**config.mk**
```make
export PLATFORM = sky130hd
export DESIGN_NAME = stereo_tx_fifo
export DESIGN_NICKNAME = d
export VERILOG_FILES = /design/src/rtl/stfifo_pkg.sv /design/src/rtl/stfifo_pair_asm.sv /design/src/rtl/stfifo_store.sv /design/src/rtl/stfifo_irq.sv /design/src/rtl/stereo_tx_fifo.sv
export SDC_FILE = /design/constraint.sdc
export NUM_CORES = 1
export LEC_CHECK = 0
export ABC_AREA = 1
export BUFFER_PORTS_ARGS = -buffer_cell sky130_fd_sc_hd__buf_4
export CAP_MARGIN = 5
export CORE_ASPECT_RATIO = 1.2
export CORE_UTILIZATION = 55
export DETAILED_ROUTE_END_ITERATION = 6
export PLACE_DENSITY = 0.75
export SYNTH_ARGS = -nofsm -noshare
export SYNTH_HDL_FRONTEND = slang
export SYNTH_HIERARCHICAL = 1
export SYNTH_SLANG_ARGS = --single-unit
```
**constraint.sdc**
```tcl
create_clock -name clk -period 4.1 [get_ports clk]
set_input_delay 0.615 -clock clk [delete_from_list [all_inputs] [get_ports clk]]
set_output_delay 0.615 -clock clk [all_outputs]
set_load 0.01 [all_outputs]
```
**src/rtl/stfifo_pkg.sv**
```systemverilog
package stfifo_pkg;
    parameter int unsigned SAMPLE_W = 24;

    typedef logic [SAMPLE_W-1:0] sample_t;

    typedef struct packed {
        sample_t left;
        sample_t right;
    } pair_t;

    typedef enum logic {
        MARK_HALF  = 1'b0,
        MARK_EMPTY = 1'b1
    } mark_e;

    // True when the fill level has reached the selected low mark.
    function automatic logic at_low_mark(input int unsigned cnt,
                                         input int unsigned depth,
                                         input mark_e mode);
        if (mode == MARK_EMPTY) return (cnt == 0);
        return (cnt <= depth / 2);
    endfunction
endpackage

```
**src/rtl/stfifo_pair_asm.sv**
```systemverilog
module stfifo_pair_asm
    import stfifo_pkg::*;
(
    input  logic    clk,
    input  logic    rst,
    input  logic    flush,
    input  logic    wr_left,
    input  logic    wr_right,
    input  sample_t wr_data,
    input  logic    store_full,
    output logic    push,
    output pair_t   push_pair
);
    sample_t held_left;
    logic    held_valid;

    assign push           = wr_right && held_valid && !flush && !store_full;
    assign push_pair.left  = held_left;
    assign push_pair.right = wr_data;

    always_ff @(posedge clk) begin
        if (rst || flush) begin
            held_valid <= 1'b0;
            held_left  <= '0;
        end else if (wr_left) begin
            held_valid <= 1'b1;
            held_left  <= wr_data;
        end else if (wr_right) begin
            // a right write always consumes the pending half, even when dropped
            held_valid <= 1'b0;
        end
    end
endmodule

```
**src/rtl/stfifo_store.sv**
```systemverilog
module stfifo_store
    import stfifo_pkg::*;
#(
    parameter int unsigned DEPTH = 8,
    localparam int unsigned PTR_W = (DEPTH > 1) ? $clog2(DEPTH) : 1,
    localparam int unsigned CNT_W = $clog2(DEPTH + 1)
) (
    input  logic             clk,
    input  logic             rst,
    input  logic             flush,
    input  logic             push,
    input  pair_t            push_pair,
    input  logic             take,
    output pair_t            head,
    output logic [CNT_W-1:0] count,
    output logic             full,
    output logic             empty
);
    pair_t            mem [DEPTH];
    logic [PTR_W-1:0] wr_ptr;
    logic [PTR_W-1:0] rd_ptr;
    logic             push_ok;
    logic             take_ok;

    assign full    = (count == CNT_W'(DEPTH));
    assign empty   = (count == '0);
    assign push_ok = push && !full;
    assign take_ok = take && !empty;
    assign head    = mem[rd_ptr];

    always_ff @(posedge clk) begin
        if (push_ok) mem[wr_ptr] <= push_pair;
    end

    always_ff @(posedge clk) begin
        if (rst || flush) begin
            wr_ptr <= '0;
            rd_ptr <= '0;
            count  <= '0;
        end else begin
            if (push_ok) wr_ptr <= (wr_ptr == PTR_W'(DEPTH - 1)) ? '0 : wr_ptr + 1'b1;
            if (take_ok) rd_ptr <= (rd_ptr == PTR_W'(DEPTH - 1)) ? '0 : rd_ptr + 1'b1;
            case ({push_ok, take_ok})
                2'b10:   count <= count + 1'b1;
                2'b01:   count <= count - 1'b1;
                default: count <= count;
            endcase
        end
    end
endmodule

```
**src/rtl/stfifo_irq.sv**
```systemverilog
module stfifo_irq
    import stfifo_pkg::*;
#(
    parameter int unsigned DEPTH = 8,
    localparam int unsigned CNT_W = $clog2(DEPTH + 1)
) (
    input  logic             int_en,
    input  logic             chan_en,
    input  mark_e            mode,
    input  logic [CNT_W-1:0] count,
    input  logic             uf,
    output logic             irq
);
    logic low;

    always_comb begin
        low = at_low_mark(32'(count), DEPTH, mode);
        irq = int_en && (uf || (chan_en && low));
    end
endmodule

```
**src/rtl/stereo_tx_fifo.sv**
```systemverilog
module stereo_tx_fifo
    import stfifo_pkg::*;
#(
    parameter int unsigned DEPTH = 8,
    localparam int unsigned CNT_W = $clog2(DEPTH + 1)
) (
    input  logic                clk,
    input  logic                rst,
    input  logic                chan_en,
    input  logic                wr_left,
    input  logic                wr_right,
    input  logic [SAMPLE_W-1:0] wr_data,
    input  logic                int_en,
    input  logic                int_lvl_empty,
    input  logic                uf_clr,
    input  logic                pop,
    output logic [SAMPLE_W-1:0] out_left,
    output logic [SAMPLE_W-1:0] out_right,
    output logic                fifo_full,
    output logic                fifo_empty,
    output logic                uf_flag,
    output logic                irq
);
    logic             flush;
    logic             push;
    pair_t            push_pair;
    pair_t            head;
    pair_t            out_q;
    logic [CNT_W-1:0] count;
    logic             take;
    logic             starve;

    assign flush  = !chan_en;
    assign take   = pop && chan_en;
    assign starve = take && fifo_empty;

    stfifo_pair_asm u_asm (
        .clk        (clk),
        .rst        (rst),
        .flush      (flush),
        .wr_left    (wr_left),
        .wr_right   (wr_right),
        .wr_data    (wr_data),
        .store_full (fifo_full),
        .push       (push),
        .push_pair  (push_pair)
    );

    stfifo_store #(.DEPTH(DEPTH)) u_store (
        .clk       (clk),
        .rst       (rst),
        .flush     (flush),
        .push      (push),
        .push_pair (push_pair),
        .take      (take),
        .head      (head),
        .count     (count),
        .full      (fifo_full),
        .empty     (fifo_empty)
    );

    stfifo_irq #(.DEPTH(DEPTH)) u_irq (
        .int_en  (int_en),
        .chan_en (chan_en),
        .mode    (mark_e'(int_lvl_empty)),
        .count   (count),
        .uf      (uf_flag),
        .irq     (irq)
    );

    always_ff @(posedge clk) begin
        if (rst) begin
            out_q   <= '0;
            uf_flag <= 1'b0;
        end else begin
            if (pop) out_q <= (take && !fifo_empty) ? head : '0;
            if (starve)      uf_flag <= 1'b1;
            else if (uf_clr) uf_flag <= 1'b0;
        end
    end

    assign out_left  = out_q.left;
    assign out_right = out_q.right;
endmodule

```
## Word-level counts from Yosys, hierarchy flattened

Memory sizes are Yosys's and may differ from the RTL's. A register that Yosys moved wholly into a read port is not among the register bits.
Cells that the tools add are included.

| operators by class | value |
|---|---|
| add/sub/neg operators | 4 |
| multiply operators | 0 |
| divide/modulo/power cells | 0 |
| order comparisons | 1 |
| equal/unequal tests | 5 |
| shift operators | 0 |
| mux-type cells | 15 |
| bitwise gates (word level) | 0 |
| reduce and logical (&&, ||, !) cells | 18 |

Operator list:

| operator | number |
|---|---|
| $mux 48 | 1 |
| $mux 3 | 4 |
| $logic_and 1x1->1 | 9 |
| $mux 1 | 9 |
| $pmux 4 s2 | 1 |
| $add 3x1->3 const B | 2 |
| $eq 3x3->1 const B | 2 |
| $reduce_bool 2->1 | 3 |
| $add 4x1->4 const B | 1 |
| $eq 4x4->1 const B | 1 |
| $le 4x3->1 const B | 1 |
| $logic_not 4->1 | 1 |
| $sub 4x1->4 const B | 1 |
| $logic_not 1->1 | 3 |
| $eq 2x1->1 const B | 1 |
| $eq 2x2->1 const B | 1 |
| $logic_or 1x1->1 | 2 |

| word-level totals | value |
|---|---|
| register bits after elaboration | 84 |
| bits in latches | 0 |
| bits in writable memories | 384 |
| ROM bits | 0 |
| input port bits | 33 |
| output and inout port bits | 52 |
| logic and storage cells | 52 |
| memories kept | 1 |

Memories:

| name | depth | bits a word | rd ports | clocked after memory_dff | write ports | RTL line | source |
|---|---|---|---|---|---|---|---|
| u_store.mem | 8 | 48 | 1 | 1 | 1 | stfifo_store.sv:19 | `pair_t mem [DEPTH];` |

## Longest topological paths before layout

Gate-level depths: netlist of run 1.

| logic depth | value |
|---|---|
| word-level depth | 6 |
| gate-level depth with buffers | 16 |
| depth with buffers taken out | 15 |

## Modules after synthesis

The synthesis of run 1 kept the hierarchy.

Modules (own cells, without submodules):

| module | times used | cells an instance | area each (um^2) | sequential area each (um^2) |
|---|---|---|---|---|
| stfifo_store | 1 | 1,173 | 15,627.5 | 11,791.3 |
| stereo_tx_fifo | 1 | 229 | 2,058.2 | 980.9 |
| stfifo_pair_asm | 1 | 137 | 1,158.6 | 500.5 |
| stfifo_irq | 1 | 16 | 70.1 | 0.0 |

## Worst setup path after synthesis of run 1

No wires, ideal clock.

| timing | value |
|---|---|
| kind | input-to-reg |
| start | input port chan_en |
| end | memory u_store/mem[1][0] (netlist name), enable pin |
| library setup time | 453 ps |
| data arrival time | 3,606 ps |
| required time | 3,647 ps |
| setup slack | 41 ps |
| stages on the path | 8 |
| path buffers | 2 |
| cells stage by stage | buf_2 buf_2 inv_1 nor3_1 nand2_1 nor2_1 inv_1 nor2_1 |

| on the way | value |
|---|---|
| cells in the longest elaborated chain, start to end | 5 |

Ends and longest elaborated chain:

| what | RTL line | source |
|---|---|---|
| start, declared | stereo_tx_fifo.sv:9 | `input logic chan_en,` |
| $logic_and 1x1->1 (2 in series) | stfifo_pair_asm.sv:17 | `assign push = wr_right && held_valid && !flush && !store_full;` |
| net push | stereo_tx_fifo.sv:25 | `logic push;` |
| $logic_and 1x1->1 | stfifo_store.sv:27 | `assign push_ok = push && !full;` |
| $mux 1 | stfifo_store.sv:32 | `if (push_ok) mem[wr_ptr] <= push_pair;` |
| $mux 1 (not written as such) | stfifo_store.sv:32 |  |
| end, declared | stfifo_store.sv:19 |  |

The timed path passes the listed nets, and every way through them passes these cells.

## Final worst setup path of run 1

| timing | value |
|---|---|
| start | register u_store.count[2] |
| end | memory u_store/mem[5][13] (netlist name), enable pin |

| on the way | value |
|---|---|
| cells in the longest elaborated chain, start to end | 6 |

Ends and longest elaborated chain:

| what | RTL line | source |
|---|---|---|
| start, declared | stfifo_store.sv:15 | `output logic [CNT_W-1:0] count,` |
| start signal, assigned | stfifo_store.sv:44 | `2'b10: count <= count + 1'b1;` |
| start signal, assigned | stfifo_store.sv:45 | `2'b01: count <= count - 1'b1;` |
| start signal, assigned | stfifo_store.sv:46 | `default: count <= count;` |
| $eq 4x4->1 | stfifo_store.sv:25 | `assign full = (count == CNT_W'(DEPTH));` |
| $logic_not 1->1 | stfifo_pair_asm.sv:17 |  |
| $logic_and 1x1->1 | stfifo_pair_asm.sv:17 |  |
| net push | stereo_tx_fifo.sv:25 |  |
| $logic_and 1x1->1 | stfifo_store.sv:27 |  |
| $mux 1 | stfifo_store.sv:32 |  |
| $mux 1 (not written as such) | stfifo_store.sv:32 |  |

The timed path passes the listed nets, and every way through them passes these cells.

==> impl_metrics.tcl, run 1 <==
set metrics [dict create \
    place_hpwl_mm 23.2 \
    fp.dieW_um 171 \
    synth_top_area_share_pct 61.0 \
    fin_crit_sh_pct 71.7 \
    cp_max_fo 19 \
    outcome "finished clean" \
    critical_path.startpoint_type "flop" \
    core_um2 34000 \
    cts.reportedPaths.clkPinSlew_ns 0.06 \
    cts_setup_buffers 0 \
    final_antenna_net_count 0 \
    h-tree-depth 2 \
    clock_skew_ns 0.00739 \
    grt_pass1_wl_mm 64.9 \
    routed_wl_mm 42.1 \
    syn_inst 1555 \
    fmax_ghz 0.340 \
    fp.dieH_um 205 \
    synth.avg_cell_area_um2 12.2 \
    syn_nets 1595 \
    grt_pass1_vias 11656 \
    dpl_worst_slack_ns 1.18 \
    io_buffers 84 \
    grtUsageTotal_pct 24.4 \
    netlist_top_cells_area "edfxtp_1 (61%), dfxtp_1 (9.2%), nand2_1 (4.9%)" \
    hold_violations 0 \
    synth_warnings 6 \
    dpl_cell_area_um2 19500 \
    cts_tree "built" \
    ys_types 34 \
    final_core_util_pct 62.1 \
    min_to "uf_flag$_SDFFE_PP0P_" \
    p_leak_nw 7.38 \
    worst_setup_path_end_kind "flop" \
    r2r-end "u_store/mem[5][13]$_DFFE_PP_" \
    num_vias 11995 \
    final_area_um2 21100 \
    hold_path_depth 4 \
    hold_start "uf_clr" \
    synth_edf_count 384 \
    p_per_area_nw_per_um2 462 \
    multiInputGateArea_um2 4700 \
    rsz0062_at_grt "false" \
    worstMarginPinSlew_ns 0.976 \
    layout_min_cycle_time_ns 2.94 \
    dieArea_um2 35100 \
    dr.pass1.iters 5 \
    rows 74 \
    grt_max_degree 98 \
    setup_ws_ns 1.16 \
    gr-total-overflow 0 \
    cp_data_required_time_ns 4.34 \
    relSlewSlack_pct 34.9 \
    postCtsHoldBufs 0 \
    cts_made_buffers 45 \
    yosys.area.top_type "edfxtp_1" \
    synthTopCellsByCount "edfxtp_1 (384), nand2_1 (247), nor2_1 (208)" \
    r2r_start "u_store/count[2]$_SDFFE_PP0P_" \
    r2r_cells 9 \
    synth_ff_type "edfxtp_1" \
    synth.most_common_cell "edfxtp_1" \
    floorplan.initialDensity_pct 55.7 \
    drc 0 \
    pin_count 85 \
    critPathArrivalTime_ns 3.18 \
    drtIter0Drc 1129 \
    final_layout_size_suffix_gt1_share_pct 15.7 \
    worst-r2r-setup-slack_ns 1.16 \
    slew_violations 0 \
    place.gp.congestion 0.772 \
    nets 1624 \
    cts_max_path_buffers 3 \
    synthArstFlopShare_pct 0 \
    cts-resized-gates 0 \
    ys_ff_latch 471 \
    netlist_area_um2 18900 \
    clock_latency_ns 0.55 \
    syn_to_final_growth_pct 11.6 \
    setup_viol 0 \
    path_class "flop to flop" \
    clock_sinks 471 \
    wl_per_cell_um 20.3 \
    regArea_um2 13300 \
    maxCapViolCount 0 \
    antenna_found_initial 1 \
    vias_per_cell 5.77 \
    nFillCells 2556 \
    ys_seq_area_share_pct 70.2 \
    fin_setup_tns_ns 0 \
    peakVddDrop_mv 0.314 \
    cts-root-buf "clkbuf_16" \
    hp-class "input pin to flop" \
]
[layer usage]
layer	wire length [µm]	track usage, %
met1	17400	32.7
met2	20600	40.5
met3	2970	4.23
met4	1080	8.04
met5	17	0
[final cells by class]
| cell class | instances | area share [%] |
|---|---|---|
| sequential | 471 | 62.9 |
| multi-input combinational | 924 | 22.3 |
| clock buffer | 59 | 5.97 |
| timing repair buffer | 108 | 4.02 |
| tap | 456 | 2.70 |
| clock inverter | 25 | 1.46 |
| inverter | 34 | 0.658 |
| antenna | 1 | 0.0119 |
[cell usage in the layout (no fill, tap or decap), types with 2 or more instances in the layout]
| cell | netlist | layout |
|---|---|---|
| buf_4 | 27 | 105 |
| nand3_1 | 6 | 6 |
| dfxtp_4 | 0 | 2 |
| dfxtp_1 | 87 | 84 |
| nor2_4 | 0 | 8 |
| o21ai_1 | 74 | 74 |
| mux2i_1 | 48 | 48 |
| a211oi_1 | 2 | 2 |
| clkbuf_8 | 0 | 4 |
| nand2_2 | 25 | 25 |
| o22ai_1 | 48 | 48 |
| clkbuf_1 | 37 | 8 |
| clkinvlp_4 | 0 | 2 |
| clkinv_2 | 1 | 11 |
| nor2_1 | 208 | 200 |
| ha_1 | 7 | 7 |
| o21ai_0 | 121 | 121 |
| buf_12 | 9 | 3 |
| edfxtp_1 | 384 | 384 |
| clkbuf_16 | 0 | 47 |
| inv_2 | 3 | 2 |
| clkinv_1 | 1 | 5 |
| inv_1 | 28 | 28 |
| a21oi_1 | 51 | 51 |
| nand4_1 | 48 | 48 |
| nand2_1 | 247 | 247 |
| bufinv_16 | 0 | 7 |
| xnor2_1 | 2 | 2 |
| a21oi_2 | 31 | 31 |
[power breakdown]
group	internal [mW]	switching [mW]	total, mW	leakage [nW]
clock network	2.61	1.74	4.35	0.771
registers	5.17	0.0236	5.19	4.32
logic	0.0558	0.152	0.208	2.29
total	7.84	1.91	9.75	7.38
[stage by stage]
stage          hold WS (ns)  cells  total power, mW
3_5_place_dp          0.459   1993             5.50
3_3_place_gp          0.457   1993             5.50
6_report              0.319   2078             9.75
5_1_grt               0.306   2077             9.99
2_1_floorplan         0.439   1555             5.44
4_1_cts               0.299   2077             9.80
[registers in the layout, summed over array words and instances (netlist names), named ones only]
signal,cells
u_store/mem,384
out_left,24
out_right,24
u_asm/held_left,24
u_store/count,4
u_store/rd_ptr,3
u_store/wr_ptr,3
u_asm/held_valid,1
uf_flag,1
[kinds of logic after synthesis]
logic type | count (synthesis) | synth area share (%)
AO/OA/AOI/OAI | 327 | 9.61
XOR/XNOR | 3 | 0.139
adder cells (fa/ha/maj) | 7 | 0.463
buffers and inverters | 160 | 5.30
flip-flops | 471 | 70.2
multiplexers | 48 | 2.54
AND/OR/NAND/NOR | 539 | 11.8
[how the worst max path moves through the flow]
stage / cells past startpoint / endpoint / slack, ns / start
4_1_cts: 9 / u_store/mem[5][15]$_DFFE_PP_ / 1.19 / u_store/count[2]$_SDFFE_PP0P_
5_1_grt: 9 / u_store/mem[5][9]$_DFFE_PP_ / 0.93 / u_store/count[2]$_SDFFE_PP0P_
3_3_place_gp: 8 / u_store/mem[5][17]$_DFFE_PP_ / 1.27 / chan_en
6_report: 9 / u_store/mem[5][13]$_DFFE_PP_ / 1.16 / u_store/count[2]$_SDFFE_PP0P_
3_5_place_dp: 15 / u_store/count[2]$_SDFFE_PP0P_ / 1.18 / chan_en
2_1_floorplan: 8 / u_store/mem[1][0]$_DFFE_PP_ / 0.04 / chan_en
[worst max-delay path, stage by stage, from the launching register on]
cell and delay [ns]:
dfxtp_1 0.39, inv_1 0.11, nand3_1 0.16, inv_1 0.09
nor3_1 0.28, nand2_1 0.24, nor2_1 0.19, inv_1 0.19
nor2_4 0.59, buf_4 0.38
(Power assumes the default switching activity.)
==> run 2: changes to the inputs <==
--- a/config.mk
+++ b/config.mk
@@ -9,9 +9,9 @@
 export BUFFER_PORTS_ARGS = -buffer_cell sky130_fd_sc_hd__buf_4
 export CAP_MARGIN = 5
 export CORE_ASPECT_RATIO = 1.2
-export CORE_UTILIZATION = 55
+export CORE_UTILIZATION = 61
 export DETAILED_ROUTE_END_ITERATION = 6
-export PLACE_DENSITY = 0.75
+export PLACE_DENSITY = 0.79
 export SYNTH_ARGS = -nofsm -noshare
 export SYNTH_HDL_FRONTEND = slang
 export SYNTH_HIERARCHICAL = 1
==> constraint.sdc (replaced) <==
create_clock -name clk -period 2.95 [get_ports clk]
set_input_delay 0.4425 -clock clk [delete_from_list [all_inputs] [get_ports clk]]
set_output_delay 0.4425 -clock clk [all_outputs]
set_load 0.01 [all_outputs]
==> impl_metrics.tcl, run 2 (same netlist as run 1, synthesis figures left out) <==
set metrics [dict create \
    p_per_area_nw_per_um2 619 \
    crit_path_top_delay_cell "buf_4" \
    grtUsageTotal_pct 27.0 \
    cp_max_fo 30 \
    cts_setup_buffers 0 \
    gr-total-overflow 0 \
    wl_per_cell_um 20.8 \
    dieArea_um2 31700 \
    grt_pass1_vias 11784 \
    num_vias 12042 \
    clock_sinks 471 \
    n_antenna_cell 0 \
    p_leak_nw 7.35 \
    pwr-share-seq_pct 55.4 \
    outcome "finished clean" \
    relSlewSlack_pct 33.4 \
    rows 70 \
    pwr-share-clk_pct 42.3 \
    io_buffers 84 \
    h-tree-depth 2 \
    antenna_found_initial 0 \
    largest_register "u_store/mem" \
    grt_max_degree 193 \
    power_frac_comb_pct 2.3 \
    gr-usage-met1_pct 37.0 \
    final_layout_size_suffix_gt1_share_pct 15.3 \
    setup_viol 0 \
    cts_max_path_buffers 3 \
    largest_reg_flops 384 \
    place_hpwl_mm 23.3 \
    path_class "flop to flop" \
    dr.pass1.iters 6 \
    cts-root-buf "clkbuf_16" \
    cp_data_required_time_ns 3.14 \
    postCtsHoldBufs 0 \
    pin_count 85 \
    worstMarginPinSlew_ns 0.999 \
    vias_per_cell 5.96 \
    maxCapViolCount 0 \
    rsz0062_at_grt "false" \
    hold_violations 0 \
    met2_usage_pct 43.0 \
    core_um2 30500 \
    final_antenna_net_count 0 \
    slew_violations 0 \
    use_met3_pct 4.74 \
    nets 1627 \
    cts_made_buffers 44 \
    worst_setup_path_end_kind "flop" \
    place.gp.congestion 0.787 \
    drtIter0Drc 1268 \
    syn_to_final_growth_pct 11.1 \
    fp.dieW_um 163 \
    switchingPower_mw 2.59 \
    fp.dieH_um 195 \
    drc 0 \
    grt_pass1_wl_mm 64.7 \
    cts-resized-gates 0 \
    layout_min_cycle_time_ns 2.58 \
    final_common_cell "edfxtp_1" \
    path_cells "inv_1 > nand3_1 > inv_1 > nor3_1 > nand2_1 > nor2_1 > inv_1 > nor2_4 > buf_4" \
    fin_crit_sh_pct 87.3 \
    timing.hold.ws_ns 0.145 \
    final_cell_mix "edfxtp_1 (384), nand2_1 (247), nor2_1 (200), o21ai_0 (121), buf_4 (100)" \
    clock_skew_ns 0.0135 \
    clock_latency_ns 0.56 \
    peakVddDrop_mv 0.488 \
    critical_path.startpoint_type "flop" \
    cts.reportedPaths.clkPinSlew_ns 0.06 \
    cts_tree "built" \
    internal_power_mw 10.4 \
    dpl_cell_area_um2 19600 \
    max_stage_delay_ns 0.43 \
    floorplan.initialDensity_pct 62.1 \
    p_sw_share_pct 19.9 \
    final_area_um2 21000 \
    routed_wl_mm 42.0 \
    critPathArrivalTime_ns 2.76 \
    fmax_ghz 0.388 \
    hp-class "input pin to flop" \
    cp_common_cell "inv_1" \
    grt.busiest_layer "met2" \
]
[run 2: changes by cell type in the layout (fill, tap and decap cells not counted)]
cell / delta
buf_12: +9
clkinv_2: -8
buf_4: -5
bufinv_16: -5
clkbuf_1: +5
clkinv_1: +4
clkbuf_8: +3
clkbuf_16: -2
clkinv_4: +2
clkinvlp_4: -2
clkinvlp_2: +1
diode_2: -1
inv_1: -1
inv_6: +1
[run 2: cell type report]
| class | count | area [µm²] |
|---|---|---|
| fillers | 2072 | 9460 |
| clock buffers | 65 | 1270 |
| repair buffers | 112 | 991 |
| flip-flops and latches | 471 | 13300 |
| multi-input cells | 924 | 4700 |
| clock inverters | 17 | 145 |
| inverters | 34 | 139 |
| well taps | 396 | 495 |
[run 2: final timing paths]
| path | cells past startpoint | slack, ns | endpoint | from |
|---|---|---|---|---|
| worst min register to register | 2 | 0.46 | out_right[10]$_SDFFE_PP0P_ | out_right[10]$_SDFFE_PP0P_ |
| worst min-delay path | 4 | 0.15 | uf_flag$_SDFFE_PP0P_ | uf_clr |
| worst max-delay path | 9 | 0.37 | u_store/mem[3][44]$_DFFE_PP_ | u_store/count[2]$_SDFFE_PP0P_ |
| worst max register to register | 9 | 0.37 | u_store/mem[3][44]$_DFFE_PP_ | u_store/count[2]$_SDFFE_PP0P_ |
[run 2: power by group through the flow]
stage / Clock [mW] / Combinational, mW / Sequential (mW)
floorplan: 0 / 0.207 / 7.35
global placement: 0 / 0.293 / 7.35
detailed placement: 0 / 0.301 / 7.36
CTS: 5.56 / 0.302 / 7.21
global route: 5.79 / 0.327 / 7.21
finish: 5.50 / 0.304 / 7.21
[run 2: worst max-delay path, delay by kind of cell (launching register included)]
family / cells / cell delay [ns]
simple gates: 5 / 0.98
flops: 1 / 0.40
buf+inv: 4 / 0.82
[run 2: routing by layer]
metal | vias to the layer above | part of all wire, % | routed length [µm]
li1 | 5569 | - | -
met1 | 5809 | 40 | 16700
met2 | 584 | 49 | 20400
met3 | 80 | 8.6 | 3610
met4 | 0 | 2.9 | 1210
met5 | - | 0 | 0
[run 2: per-stage QoR]
step                utilization (%)  power (mW)  worst slack (ns)  cells  setup TNS [ns]
floorplan                         -        7.56            -0.701   1555         -134.64
global placement               64.3        7.65             0.590   1937               0
detailed placement             64.3        7.66             0.436   1937               0
CTS                            69.0        13.1             0.421   2019               0
global route                   69.0        13.3             0.240   2019               0
finish                         69.0        13.0             0.375   2019               0
